$ cat src/rtl/lfsr_cvt_pkg.sv
package lfsr_cvt_pkg;
  localparam int unsigned LFSR_W  = 16;
  localparam int unsigned CNT_W   = 16;
  localparam logic [LFSR_W-1:0] LFSR_SEED = 16'hFFFF;
  // feedback taps: bits 15, 4, 2, 1
  localparam logic [LFSR_W-1:0] LFSR_TAPS = 16'h8016;

  typedef enum logic {
    ST_IDLE = 1'b0,
    ST_RUN  = 1'b1
  } cvt_state_e;
endpackage

$ cat src/rtl/lfsr_cvt_step.sv
module lfsr_cvt_step #(
  parameter int unsigned            W    = 16,
  parameter logic [W-1:0]           TAPS = 16'h8016
) (
  input  logic [W-1:0] state_i,
  output logic [W-1:0] next_o
);
  logic fb;

  always_comb begin
    fb     = ^(state_i & TAPS);
    next_o = {state_i[W-2:0], fb};
  end
endmodule

$ cat src/rtl/lfsr_cvt_ctrl.sv
module lfsr_cvt_ctrl
  import lfsr_cvt_pkg::*;
#(
  parameter int unsigned CW = 16
) (
  input  logic          clk_i,
  input  logic          rst_ni,
  input  logic          start_i,
  input  logic [CW-1:0] count_i,
  output logic          busy_o,
  output logic          load_o,
  output logic          adv_o,
  output logic          fin_o
);
  cvt_state_e    st_q;
  logic [CW-1:0] rem_q;
  logic          rem_zero;

  assign rem_zero = (rem_q == '0);
  assign busy_o   = (st_q == ST_RUN);
  assign load_o   = (st_q == ST_IDLE) && start_i;
  assign adv_o    = busy_o && !rem_zero;
  assign fin_o    = busy_o && rem_zero;

  always_ff @(posedge clk_i or negedge rst_ni) begin
    if (!rst_ni) begin
      st_q  <= ST_IDLE;
      rem_q <= '0;
    end else if (load_o) begin
      st_q  <= ST_RUN;
      rem_q <= count_i;
    end else if (adv_o) begin
      rem_q <= rem_q - 1'b1;
    end else if (fin_o) begin
      st_q  <= ST_IDLE;
    end
  end

  // accepted start makes the block busy
  a_r2_start_busy: assert property (@(posedge clk_i) disable iff (!rst_ni)
    (!busy_o && start_i) |=> busy_o);

  // start while busy neither reloads nor stops the count
  a_r8_busy_ignore: assert property (@(posedge clk_i) disable iff (!rst_ni)
    (busy_o && start_i && !rem_zero) |=> (busy_o && rem_q == $past(rem_q) - 1'b1));
endmodule

$ cat src/rtl/lfsr_cvt.sv
module lfsr_cvt
  import lfsr_cvt_pkg::*;
#(
  parameter int unsigned           W    = LFSR_W,
  parameter int unsigned           CW   = CNT_W,
  parameter logic [W-1:0]          SEED = LFSR_SEED,
  parameter logic [W-1:0]          TAPS = LFSR_TAPS
) (
  input  logic          clk_i,
  input  logic          rst_ni,
  input  logic          start_i,
  input  logic [CW-1:0] count_i,
  output logic          busy_o,
  output logic          done_o,
  output logic [W-1:0]  result_o
);
  logic         load, adv, fin;
  logic [W-1:0] lfsr_q, lfsr_nx;

  lfsr_cvt_ctrl #(.CW(CW)) u_ctrl (
    .clk_i   (clk_i),
    .rst_ni  (rst_ni),
    .start_i (start_i),
    .count_i (count_i),
    .busy_o  (busy_o),
    .load_o  (load),
    .adv_o   (adv),
    .fin_o   (fin)
  );

  lfsr_cvt_step #(.W(W), .TAPS(TAPS)) u_step (
    .state_i (lfsr_q),
    .next_o  (lfsr_nx)
  );

  always_ff @(posedge clk_i or negedge rst_ni) begin
    if (!rst_ni)   lfsr_q <= SEED;
    else if (load) lfsr_q <= SEED;
    else if (adv)  lfsr_q <= lfsr_nx;
  end

  always_ff @(posedge clk_i or negedge rst_ni) begin
    if (!rst_ni) begin
      result_o <= SEED;
      done_o   <= 1'b0;
    end else begin
      done_o <= fin;
      if (fin) result_o <= lfsr_q;
    end
  end

  // each step is a left shift of the previous state
  a_r4_shift_left: assert property (@(posedge clk_i) disable iff (!rst_ni)
    adv |=> (lfsr_q[W-1:1] == $past(lfsr_q[W-2:0])));

  // zero count completes on the second edge
  a_r3_zero_count: assert property (@(posedge clk_i) disable iff (!rst_ni)
    (load && count_i == '0) |=> ##1 (done_o && result_o == SEED));

  // single-cycle done, busy already low
  a_r6_done_pulse: assert property (@(posedge clk_i) disable iff (!rst_ni)
    done_o |=> !done_o);
  a_r6_done_idle: assert property (@(posedge clk_i) disable iff (!rst_ni)
    done_o |-> !busy_o);

  // result held between completions
  a_r9_result_hold: assert property (@(posedge clk_i) disable iff (!rst_ni)
    !done_o |-> $stable(result_o));
endmodule

$ cat config.mk
export PLATFORM = sky130hd
export DESIGN_NAME = lfsr_cvt
export DESIGN_NICKNAME = d
export VERILOG_FILES = /design/src/rtl/lfsr_cvt_pkg.sv /design/src/rtl/lfsr_cvt_step.sv /design/src/rtl/lfsr_cvt_ctrl.sv /design/src/rtl/lfsr_cvt.sv
export SDC_FILE = /design/constraint.sdc
export NUM_CORES = 1
export LEC_CHECK = 0
export ABC_AREA = 1
export BUFFER_PORTS_ARGS = -buffer_cell sky130_fd_sc_hd__buf_2
export CELL_PAD_IN_SITES_DETAIL_PLACEMENT = 2
export CELL_PAD_IN_SITES_GLOBAL_PLACEMENT = 2
export CORE_MARGIN = 5
export CORE_UTILIZATION = 34
export CTS_CLUSTER_DIAMETER = 120
export DETAILED_ROUTE_END_ITERATION = 10
export PLACE_DENSITY_LB_ADDON = 0.1
export SKIP_LAST_GASP = 1
export SYNTH_ARGS = -nofsm -noshare
export SYNTH_HDL_FRONTEND = slang
export SYNTH_HIERARCHICAL = 1
export SYNTH_SLANG_ARGS = --single-unit
$ cat constraint.sdc
create_clock -name clk_i -period 2.16 [get_ports clk_i]
set_input_delay 0.108 -clock clk_i [delete_from_list [all_inputs] [get_ports clk_i]]
set_output_delay 0.108 -clock clk_i [all_outputs]
set_load 0.005 [all_outputs]
# After elaboration in Yosys (flattened, before gate mapping)
# Cells that the tools add are included.
[totals]
ff_bits = 50
out_inout_bits = 18
wordCells = 24
[classes]
add_sub_neg = 1
eq_ne = 1
n_mux = 7
bitwise = 1
reduce_logical = 9
[ops]
columns = ["cell", "count"]
rows = [
  ["$mux 16", 4],
  ["$logic_not 16->1", 1],
  ["$reduce_xor 16->1", 1],
  ["$sub 16x1->16 const B", 1],
  ["$reduce_bool 2->1", 2],
  ["$logic_and 1x1->1", 3],
  ["$mux 1", 3],
  ["$ne 2x2->1 const B", 1],
  ["$reduce_and 2->1", 1],
  ["$logic_not 1->1", 1],
  ["$not 1->1", 1],
]

# Depth between registers and ports, before layout
[depth]
depth_word = 5
mapped_depth = 12
mapped_depth_nobuf = 10

# Cells and area by module
# Netlist, hierarchy kept.
[by_module_without_submodules]
columns = ["mod", "instances", "cells_each", "area_each_um2"]
rows = [
  ["lfsr_cvt", 1, 138, 1386.3],
  ["lfsr_cvt_ctrl", 1, 201, 1321.3],
  ["lfsr_cvt_step", 1, 31, 183.9],
]

# Worst setup path before layout
# No wires, ideal clock.
[synth_timing]
path_type = "register -> register"
startpoint = "reg u_ctrl.rem_q[0]"
endpoint = "reg result_o[2]"
t_arrival_ns = 1.703
slack_ns = 0.378
stages_incl_launch_ff = 12
path_buffers = 1
path_cell_list = "dfrtp_1 -> inv_1 -> ha_1 -> inv_1 -> nor2_1 -> nand3_1 -> nor2_1 -> nand4_1 -> nor2_1 -> buf_2 -> nand2_1 -> o21ai_0"
[synth_between]
elab_chain_cells = 2
[synth_rtl]
columns = ["item", "line", "source"]
rows = [
  ["from (decl)", "lfsr_cvt_ctrl.sv:16", "logic [CW-1:0] rem_q;"],
  ["from (signal assigned)", "lfsr_cvt_ctrl.sv:31", "rem_q <= count_i;"],
  ["from (signal assigned)", "lfsr_cvt_ctrl.sv:33", "rem_q <= rem_q - 1'b1;"],
  ["$logic_not 16->1", "lfsr_cvt_ctrl.sv:19", "assign rem_zero = (rem_q == '0);"],
  ["$logic_and 1x1->1", "lfsr_cvt_ctrl.sv:23", "assign fin_o = busy_o && rem_zero;"],
  ["via fin", "lfsr_cvt.sv:17", "logic load, adv, fin;"],
  ["to (signal assigned)", "lfsr_cvt.sv:48", "if (fin) result_o <= lfsr_q;"],
  ["to (decl)", "lfsr_cvt.sv:15", "output logic [W-1:0] result_o"],
]
# The timed path passes the listed nets, and every way through them passes these cells.
# A chain may end at the register's enable or synchronous reset.

# Final worst setup path
[layout_timing]
startpoint = "reg u_ctrl.rem_q[0]"
endpoint = "reg result_o[0]"
# The elaborated chain is that of the path after synthesis.

==> metrics.csv <==
metric;value;unit
finalNetCount;413;
synthSimpleGateAreaFrac;27.82;%
reg2reg_slack;250;ps
p_leak;1.440;nW
dp.cells;490;
synth_compound_area_share;12.77;%
tightest_slew;535.3;ps
switching_share;35.75;%
initial_core_util;35.02;%
synthTopCellsByArea;dfstp_2 (29%), nand2_1 (16%), dfrtp_1 (16%);
wl_per_cell;15.09;um
path_clk_slew;90;ps
synth_top_area_share;29.08;%
maxSlewViolCount;0;
grt_pass1_wl;12790;um
antenna_left;0;
synth_top_family_by_area;simple AND/OR/NAND/NOR gates;
crit_end;result_o[0]$_DFFE_PN1P_;
critPathBufInv;3;
ys_ff_latch;50;
place_ws;166.7;ps
r2r_cells;11;
hold_viol;0;
hold_path_class;input pin to register;
dieArea;10450;um2
finalSetupTns;0;ps
drive_gt1_share;32.99;%
avgViaCountPerCell;4.792;
numClockSinks;50;
status;finished, final reports clean;
setup_slack;248.0;ps
route.detailed.drc;0;
r2r-start;u_ctrl/rem_q[0]$_DFFE_PN0P_;
syn_to_final_growth;9.433;%
rsz0062_at_grt;false;
vdd_drop_max;0.3959;mV
vias;2391;
synthTopCellsByCount;nand2_1 (121), inv_1 (39), dfstp_2 (32), nor2_1 (30), o21ai_0 (21);
finalPower;2.918;mW
synth.area.mux_share;0;%
cp-start-kind;register;
drt_iter0_markers;43;
routed_wl;7529;um
arrival;2140;ps
path_max_fanout;33;
clock_latency;310;ps
yosysUniqueCellTypes;29;
fmax;523.0;MHz
clock_skew;9.456;ps
period_minus_slack;1912;ps
clkPwrFrac;22.0;%
critPathKind;register to register;
setup_viol;0;
power_density;922.1;nW/um2
numCtsBuffers;5;
synth_ff_type;dfstp_2;
hold_depth;3;
cp_slowest_cell;dfrtp_1;
required;2390;ps
r2r-end;result_o[0]$_DFFE_PN1P_;
cts_max_path_buffers;2;
instances_no_fill;499;
overflow;0;
antenna_found_initial;0;
power.share.sequential;53.5;%
grt_max_degree;34;
p_sw;1.043;mW
end_kind;register;
critPathMaxStageDelay;400;ps
yosysMostFrequentCell;nand2_1;
drt_pre_antenna_iters;4;
yosysWarnings;6;
tritoncts;done;
grt_pass1_vias;2604;
synth_fa_ha_area_share;0.4327;%
port_buffers;36;
io_pins;37;
cp_num_cells;11;
synth_nets;390;
htree_levels;2;
synth_area;2892;um2
ys_async_sr_fraction;100.0;%
root_buffer;clkbuf_8;
synth_xor_area_share;0.6058;%
die_w;102.2;um
p_int;1.875;mW
cp_top_family;simple AND/OR/NAND/NOR gates;
crit_start;u_ctrl/rem_q[0]$_DFFE_PN0P_;
diodes;0;
row_count;33;
path_cells;inv_1, ha_1, inv_1, nor2_2, nand3_1, nor2_2, nand4_1, nor2_2, buf_12, nand2_1, o21ai_0;
dp_hpwl;5559;um
worst_hold_slack;77.99;ps
yosysTopAreaCell;dfstp_2;
synth_edf_count;0;
avgSynthCellArea;7.815;um2
grtUsageTotal;15.60;%
syn_inst;370;
slew_headroom;64.31;%
die_height;102.2;um
max-cap-violations;0;
core_area;8258;um2
place.gp.congestion;0.8042;
crit_top_cell;nor2_2;
synth-seq-area-share;44.66;%
fin_crit_sh;88.52;%
p_comb_share;24.6;%
==> cells by family after synthesis <==
family | Yosys count
adders and majority gates | 1
xor gates and xnor gates | 2
and+or+nand+nor | 190
AOI/OAI and AO/OA | 55
buffers and inverters | 72
DFF | 50
==> through the flow <==
stage,util [%],area (um2)
after detailed placement,36.88,3045
after global placement,36.88,3045
after CTS,38.26,3159
after global routing,38.32,3164
final,38.32,3164
after floorplan,-,2892
==> worst register-to-register path, stage by stage, from the launching register on <==
cell and delay (ps):
dfrtp_1 400, inv_1 120, ha_1 220, inv_1 60
nor2_2 110, nand3_1 140, nor2_2 150, nand4_1 130
nor2_2 150, buf_12 190, nand2_1 80, o21ai_0 80
==> layout by cell type, fill, tap and decap left out, drive strengths merged, types with 7 or more instances in the layout <==
| cell | netlist | final |
|---|---|---|
| dfrtp | 18 | 18 |
| dfstp | 32 | 32 |
| o21ai | 32 | 32 |
| a21oi | 21 | 21 |
| nor2 | 38 | 38 |
| nand2 | 127 | 127 |
| buf | 29 | 44 |
| nand3 | 21 | 21 |
| clkbuf | 0 | 7 |
| inv | 43 | 44 |
==> layer usage <==
metal / global-route usage, % / routed length, um / up-vias
li1: - / - / 1172
met1: 19.49 / 3333 / 1180
met2: 28.09 / 3906 / 34
met3: 2.389 / 216 / 5
met4: 3.935 / 72 / 0
met5: 0 / 0 / -
==> cell type report <==
| cell class | instances | area [um2] |
|---|---|---|
| multi-input combinational | 248 | 1211 |
| timing repair buffer | 45 | 262.8 |
| sequential | 50 | 1291 |
| fill | 983 | 5094 |
| tap | 105 | 131.4 |
| clock buffer | 7 | 97.59 |
| inverter | 43 | 163.9 |
| clock inverter | 1 | 6.256 |
==> power groups by stage <==
stage | Sequential (mW) | Clock [mW] | Combinational (mW)
2_1_floorplan | 1.47 | 0 | 0.798
3_3_place_gp | 1.58 | 0 | 0.686
3_5_place_dp | 1.58 | 0 | 0.731
4_1_cts | 1.56 | 0.672 | 0.739
5_1_grt | 1.60 | 0.699 | 0.839
6_report | 1.56 | 0.641 | 0.717
==> flip-flops by register name, summed over array words and instances (netlist names) <==
| register | flops |
|---|---|
| u_ctrl/rem_q | 16 |
| done_o | 1 |
| result_o | 16 |
| lfsr_q | 16 |
| u_ctrl/busy_o | 1 |
==> how the worst min path moves through the flow <==
stage | start | endpoint | slack [ps]
after floorplan | rst_ni | done_o$_DFF_PN0_ | -190
after global placement | rst_ni | u_ctrl/rem_q[1]$_DFFE_PN0P_ | 110
after detailed placement | rst_ni | u_ctrl/rem_q[1]$_DFFE_PN0P_ | 110
after CTS | count_i[0] | u_ctrl/rem_q[0]$_DFFE_PN0P_ | 70
after global routing | count_i[15] | u_ctrl/rem_q[15]$_DFFE_PN0P_ | 80
final | count_i[0] | u_ctrl/rem_q[0]$_DFFE_PN0P_ | 80
==> repair_timing <==
| item | CTS | global route |
|---|---|---|
| setup buffers | 0 | 0 |
| setup endpoints to repair | 0 | 16 |
| hold buffers | 1 | 0 |
| gates resized for setup | 0 | 2 |
| endpoints found under the hold margin | 17 | 0 |
Power figures use the tool's default switching activity.
